[config.mk]
export PLATFORM = sky130hd
export DESIGN_NAME = pc_stack_unit
export DESIGN_NICKNAME = d
export VERILOG_FILES = /design/src/rtl/pc_stack_pkg.sv /design/src/rtl/pc_stack_prio.sv /design/src/rtl/pc_stack_next.sv /design/src/rtl/pc_stack_ring.sv /design/src/rtl/pc_stack_unit.sv
export SDC_FILE = /design/constraint.sdc
export NUM_CORES = 1
export LEC_CHECK = 0
export BUFFER_PORTS_ARGS = -buffer_cell sky130_fd_sc_hd__buf_2
export CAP_MARGIN = 20
export CORE_ASPECT_RATIO = 0.5
export CORE_MARGIN = 3
export CORE_UTILIZATION = 40
export CTS_CLUSTER_DIAMETER = 60
export DETAILED_ROUTE_END_ITERATION = 7
export SETUP_SLACK_MARGIN = 0.2
export SLEW_MARGIN = 25
export SYNTH_ARGS = -nofsm -noshare
export SYNTH_HDL_FRONTEND = slang
export SYNTH_SLANG_ARGS = --single-unit
[constraint.sdc]
create_clock -name clk_i -period 4.1 [get_ports clk_i]
set_input_delay 0.82 -clock clk_i [delete_from_list [all_inputs] [get_ports clk_i]]
set_output_delay 0.82 -clock clk_i [all_outputs]
set_load 0.005 [all_outputs]
[src/rtl/pc_stack_pkg.sv]
package pc_stack_pkg;

   // Selected source of the next counter value.
   typedef enum logic [2:0] {
      SEL_HOLD = 3'd0,
      SEL_ADV  = 3'd1,
      SEL_LOW  = 3'd2,
      SEL_JUMP = 3'd3,
      SEL_CALL = 3'd4,
      SEL_POP  = 3'd5,
      SEL_IRQ  = 3'd6
   } pc_sel_e;

endpackage

[src/rtl/pc_stack_prio.sv]
module pc_stack_prio (
   input  logic                  adv_i,
   input  logic                  low_wr_i,
   input  logic                  jump_i,
   input  logic                  call_i,
   input  logic                  pop_i,
   input  logic                  irq_i,
   output pc_stack_pkg::pc_sel_e sel_o,
   output logic                  push_o,
   output logic                  pop_o
);
   import pc_stack_pkg::*;

   // Fixed priority: interrupt, return, call, jump, low write, advance.
   always_comb begin
      if (irq_i)         sel_o = SEL_IRQ;
      else if (pop_i)    sel_o = SEL_POP;
      else if (call_i)   sel_o = SEL_CALL;
      else if (jump_i)   sel_o = SEL_JUMP;
      else if (low_wr_i) sel_o = SEL_LOW;
      else if (adv_i)    sel_o = SEL_ADV;
      else               sel_o = SEL_HOLD;
   end

   assign push_o = (sel_o == SEL_IRQ) || (sel_o == SEL_CALL);
   assign pop_o  = (sel_o == SEL_POP);

endmodule

[src/rtl/pc_stack_next.sv]
module pc_stack_next #(
   parameter int unsigned PC_W    = 13,
   parameter int unsigned LOW_W   = 8,
   parameter int unsigned JMP_W   = 11,
   parameter int unsigned IRQ_VEC = 4
) (
   input  pc_stack_pkg::pc_sel_e  sel_i,
   input  logic [PC_W-1:0]        pc_i,
   input  logic [PC_W-1:0]        pop_data_i,
   input  logic [JMP_W-1:0]       op_i,
   input  logic [LOW_W-1:0]       alu_i,
   input  logic [PC_W-LOW_W-1:0]  latch_i,
   output logic [PC_W-1:0]        next_o,
   output logic [PC_W-1:0]        push_data_o
);
   import pc_stack_pkg::*;

   localparam int unsigned LATCH_W = PC_W - LOW_W;
   localparam int unsigned PAGE_W  = PC_W - JMP_W;

   logic [PC_W-1:0] inc_w;
   logic [PC_W-1:0] jump_w;
   logic [PC_W-1:0] low_w;

   assign inc_w  = pc_i + PC_W'(1);
   assign jump_w = {latch_i[LATCH_W-1 -: PAGE_W], op_i};
   assign low_w  = {latch_i, alu_i};

   always_comb begin
      unique case (sel_i)
         SEL_IRQ:  next_o = PC_W'(IRQ_VEC);
         SEL_POP:  next_o = pop_data_i;
         SEL_CALL: next_o = jump_w;
         SEL_JUMP: next_o = jump_w;
         SEL_LOW:  next_o = low_w;
         SEL_ADV:  next_o = inc_w;
         default:  next_o = pc_i;
      endcase
   end

   // A call resumes after itself; an interrupt resumes the fetch it displaced.
   assign push_data_o = (sel_i == SEL_CALL) ? inc_w : pc_i;

endmodule

[src/rtl/pc_stack_ring.sv]
module pc_stack_ring #(
   parameter int unsigned PC_W         = 13,
   parameter int unsigned DEPTH        = 8,
   parameter bit          CLEAR_ON_RST = 1'b1
) (
   input  logic            clk_i,
   input  logic            rst_i,
   input  logic            push_i,
   input  logic            pop_i,
   input  logic [PC_W-1:0] push_data_i,
   output logic [PC_W-1:0] pop_data_o
);
   localparam int unsigned SP_W = $clog2(DEPTH);

   logic [PC_W-1:0] mem_q [DEPTH];
   logic [SP_W-1:0] sp_q;
   logic [SP_W-1:0] top_w;

   // DEPTH is a power of two, so plain modular arithmetic gives the ring.
   assign top_w      = sp_q - SP_W'(1);
   assign pop_data_o = mem_q[top_w];

   always_ff @(posedge clk_i or posedge rst_i) begin
      if (rst_i)       sp_q <= '0;
      else if (push_i) sp_q <= sp_q + SP_W'(1);
      else if (pop_i)  sp_q <= top_w;
   end

   generate
      if (CLEAR_ON_RST) begin : g_clear
         always_ff @(posedge clk_i or posedge rst_i) begin
            if (rst_i) begin
               for (int k = 0; k < DEPTH; k++) mem_q[k] <= '0;
            end else if (push_i) begin
               mem_q[sp_q] <= push_data_i;
            end
         end
      end else begin : g_noclear
         always_ff @(posedge clk_i) begin
            if (push_i) mem_q[sp_q] <= push_data_i;
         end
      end
   endgenerate

endmodule

[src/rtl/pc_stack_unit.sv]
module pc_stack_unit #(
   parameter int unsigned PC_W         = 13,
   parameter int unsigned LOW_W        = 8,
   parameter int unsigned JMP_W        = 11,
   parameter int unsigned IMPL_W       = 10,
   parameter int unsigned DEPTH        = 8,
   parameter int unsigned IRQ_VEC      = 4,
   parameter bit          CLEAR_ON_RST = 1'b1
) (
   input  logic                 clk_i,
   input  logic                 rst_i,
   input  logic                 adv_i,
   input  logic                 low_wr_i,
   input  logic                 jump_i,
   input  logic                 call_i,
   input  logic                 pop_i,
   input  logic                 irq_i,
   input  logic [JMP_W-1:0]     op_i,
   input  logic [LOW_W-1:0]     alu_i,
   input  logic [PC_W-LOW_W-1:0] latch_i,
   output logic [PC_W-1:0]      pc_o,
   output logic [PC_W-1:0]      fetch_o
);
   import pc_stack_pkg::*;

   // Elaboration-time parameter checks.
   if (JMP_W >= PC_W || LOW_W >= JMP_W) begin : g_bad_widths
      $error("pc_stack_unit: need LOW_W < JMP_W < PC_W");
   end
   if (IMPL_W == 0 || IMPL_W > PC_W) begin : g_bad_impl
      $error("pc_stack_unit: IMPL_W must be within 1..PC_W");
   end
   if (DEPTH < 2 || (DEPTH & (DEPTH - 1)) != 0) begin : g_bad_depth
      $error("pc_stack_unit: DEPTH must be a power of two of at least 2");
   end
   if (IRQ_VEC >= (1 << IMPL_W)) begin : g_bad_vec
      $error("pc_stack_unit: IRQ_VEC must lie in the implemented space");
   end

   pc_sel_e         sel_w;
   logic            push_w;
   logic            pop_w;
   logic [PC_W-1:0] pc_q;
   logic [PC_W-1:0] next_w;
   logic [PC_W-1:0] push_data_w;
   logic [PC_W-1:0] pop_data_w;

   pc_stack_prio u_prio (
      .adv_i    (adv_i),
      .low_wr_i (low_wr_i),
      .jump_i   (jump_i),
      .call_i   (call_i),
      .pop_i    (pop_i),
      .irq_i    (irq_i),
      .sel_o    (sel_w),
      .push_o   (push_w),
      .pop_o    (pop_w)
   );

   pc_stack_next #(
      .PC_W    (PC_W),
      .LOW_W   (LOW_W),
      .JMP_W   (JMP_W),
      .IRQ_VEC (IRQ_VEC)
   ) u_next (
      .sel_i       (sel_w),
      .pc_i        (pc_q),
      .pop_data_i  (pop_data_w),
      .op_i        (op_i),
      .alu_i       (alu_i),
      .latch_i     (latch_i),
      .next_o      (next_w),
      .push_data_o (push_data_w)
   );

   pc_stack_ring #(
      .PC_W         (PC_W),
      .DEPTH        (DEPTH),
      .CLEAR_ON_RST (CLEAR_ON_RST)
   ) u_ring (
      .clk_i       (clk_i),
      .rst_i       (rst_i),
      .push_i      (push_w),
      .pop_i       (pop_w),
      .push_data_i (push_data_w),
      .pop_data_o  (pop_data_w)
   );

   always_ff @(posedge clk_i or posedge rst_i) begin
      if (rst_i) pc_q <= '0;
      else       pc_q <= next_w;
   end

   assign pc_o = pc_q;

   generate
      if (IMPL_W < PC_W) begin : g_fold
         assign fetch_o = {{(PC_W-IMPL_W){1'b0}}, pc_q[IMPL_W-1:0]};
      end else begin : g_full
         assign fetch_o = pc_q;
      end
   endgenerate

endmodule

==> metrics.md <==
| Metric | Value |
|---|---|
| Outcome | completed |
| Final hold violations | 0 |
| WHS | 355.8 ps |
| EDFF count, synth | 0 |
| Arr. time, crit path | 3000 ps |
| Worst min path class | in2async |
| Starting DRT DRC Count | 367 |
| Post-CTS setup buffers | 0 |
| Initial antenna violation count | 0 |
| Final Instance Area | 6812 um^2 |
| Clock Path Buffers | 2 |
| Clock-pin slew on the worst setup and hold paths | 60 ps |
| PortBufs | 54 |
| Core box area | 13,930 um^2 |
| Vias in the first global route | 4,169 |
| Worst skew pair latency | 420 ps |
| Final setup vio count | 0 |
| Die X | 177.1 um |
| CP endpoint kind | flop |
| Most frequent cells in the layout | dfrtp_1, nand2_1, o21ai_0, buf_2, mux4_2 |
| Final ANT Viol Nets | 0 |
| Internal reg-to-reg setup slack | 1390 ps |
| Die height | 91.57 um |
| Crit-path max FO | 11 |
| Multi-input combinational cell area | 2579 um^2 |
| RSZ-0062 raised after global routing | no |
| Final TNS setup | 0 ps |
| DP Area | 6202 um^2 |
| Synth area leader | dfrtp_1 |
| Largest net degree at the start of global routing | 56 |
| Fraction of layout cells with a size suffix above 1 | 21.64% |
| Total area of sequential cells | 3003 um^2 |
| Number of synthesized register bits | 120 |
| CTS Buf Count | 17 |
| Crit path max-delay family | XOR/XNOR gates |
| CTS root buf | clkbuf_16 |
| Fmax | 0.3695 GHz |
| Nets | 632 |
| Syn avg cell area | 10.39 um^2 |
| Drt drc | 0 |
| Critical Path RT | 4390 ps |
| DP Wirelength | 9943 um |
| Ys Warns | 0 |
| ANT cells | 0 |
| Gr ovfl total | 0 |
| CTS tree | done |
| Leak pwr | 3.000 nW |
| Commonest non-fill, non-tap cell in the layout | dfrtp_1 |
| Layout area overhead | 16.28% |
| Slew headroom | 31.40% |
| Setup crit start kind | flop |
| Row count | 30 |
| Slew Viols, Final | 0 |
| Post_cts resized | 0 |
| # hold bufs at CTS | 0 |
| # clock sinks | 120 |
| Final Critical Period | 2707 ps |
| Kind of critical path | reg2reg |
| H-tree depth | 4 |
| Initial Util | 42.07% |
| Ports | 58 |
| Netlist cell types | 43 |
| Routed Wire Length | 14,600 um |
| RD Place Congestion | 0.8521 |
| Peak VDD IR | 0.0003847 V |
| Slew @ Worst Pin | 1021 ps |
| Drt first pass iters | 5 |
| Power Total | 5.503 mW |
| Part of the cycle the worst path needs | 66.01% |
| Skew final | 13.12 ps |
| GRT Total Usage | 19.09% |
| Top cell type's share of synthesized area | 51.26% |
| Vias per cell | 5.373 |
| Area contributors post-synth | dfrtp_1, mux4_2, o21ai_0 |
| Setup ws final | 1393 ps |
| Vias | 4,309 |
| Register area share after synthesis | 51.26% |
| First-pass GRT wire length | 23,540 um |
| Post-Syn Instances | 564 |
| Async SR Flop Fraction | 100.0% |
| DIE AREA | 16,220 um^2 |
| Max-cap viol count | 0 |
| CP max stage delay | 700 ps |
| Post-place setup slack | 1278 ps |
| CP max-delay cell | xor2_2 |
| Top_reg_cell synth | dfrtp_1 |
| Cell Chain, Critical Path | inv_1 > ha_1 > xor2_2 > mux2_2 > nor3_1 > a311oi_1 > a211o_1 |
| Reg-to-Reg End | pc_o[11]$_DFFE_PP0P_ |
| FILL cells | 1,284 |
| RR Startpoint | u_ring.sp_q[1]$_DFFE_PP0P_ |
| Syn Std Cell Area | 5858 um^2 |
| Bufs and invs on worst path | 1 |
| Power per Cell Area | 807.9 nW/um^2 |
| WL/cell | 18.20 um |
| Worst Reg-to-Reg Cells | 7 |
[sequential cells by signal, summed over array words and instances (netlist names)]
name / count
u_ring.mem_q: 104
pc_o: 13
u_ring.sp_q: 3
[layer usage]
metal | part of all wire, % | vias up | global-route usage (%)
met5 | 0 | - | 0
met4 | 0.66 | 0 | 5.291
met3 | 7.8 | 8 | 4.094
met2 | 43 | 131 | 27.04
met1 | 49 | 2116 | 29.29
li1 | - | 2054 | -
[report_power, final]
part / switching, mW / total (mW) / internal (mW)
logic: 1.17 / 2.06 / 0.890
clock network: 0.559 / 1.47 / 0.914
registers: 0.323 / 1.97 / 1.65
[kinds of logic after synthesis]
family | after synthesis | synth area share [%]
other cells | 1 | 0.06401
flops | 120 | 51.26
fa+ha+maj | 3 | 0.6408
simple gates | 170 | 13.07
mux | 41 | 12.20
buf+inv | 58 | 4.955
compound gates | 145 | 13.80
xor+xnor | 26 | 4.015
[how the worst max path moves through the flow]
stage | slack [ps] | cells after the start | endpoint | start
floorplan | 1810 | 1 | pc_o[0]$_DFFE_PP0P_ | rst_i
global placement | 1360 | 5 | u_ring.mem_q[103]$_DFFE_PP0P_ | pop_i
detailed placement | 1280 | 5 | u_ring.mem_q[83]$_DFFE_PP0P_ | pop_i
CTS | 1390 | 7 | pc_o[11]$_DFFE_PP0P_ | u_ring.sp_q[0]$_DFFE_PP0P_
global route | 1290 | 7 | pc_o[11]$_DFFE_PP0P_ | u_ring.sp_q[0]$_DFFE_PP0P_
finish | 1390 | 7 | pc_o[11]$_DFFE_PP0P_ | u_ring.sp_q[1]$_DFFE_PP0P_
[Yosys cell counts (2+ instances only)]
library cell    n
a21oi_1        20
a221oi_1        2
a222oi_1        5
a22o_1          3
a22oi_1         3
a31oi_1         2
and3_1          2
buf_2          13
buf_4          15
clkbuf_1       24
dfrtp_1       120
ha_1            3
inv_1           5
mux2_2          3
mux2i_1        14
mux4_2         24
nand2_1       107
nand3_1         3
nand4_1         8
nor2_1         22
nor3_1         11
nor3_2          2
nor4_1          4
o211ai_1        3
o21ai_0       101
or2_2           2
or4_1           4
xnor2_1        14
xor2_1         11
[final cells by class]
cell class | count | area share [%]
flip-flops and latches | 120 | 44.09
clock inverters | 13 | 2.149
well taps | 192 | 3.527
clock buffers | 19 | 6.503
multi-input cells | 388 | 37.86
repair buffers | 65 | 5.547
inverters | 5 | 0.3306
[per-stage QoR]
step	util, %	instances
floorplan	-	566
global placement	44.54	769
detailed placement	44.54	769
CTS	48.77	801
global route	48.91	802
finish	48.91	802
Note: power is estimated with default switching activity, not from simulation.
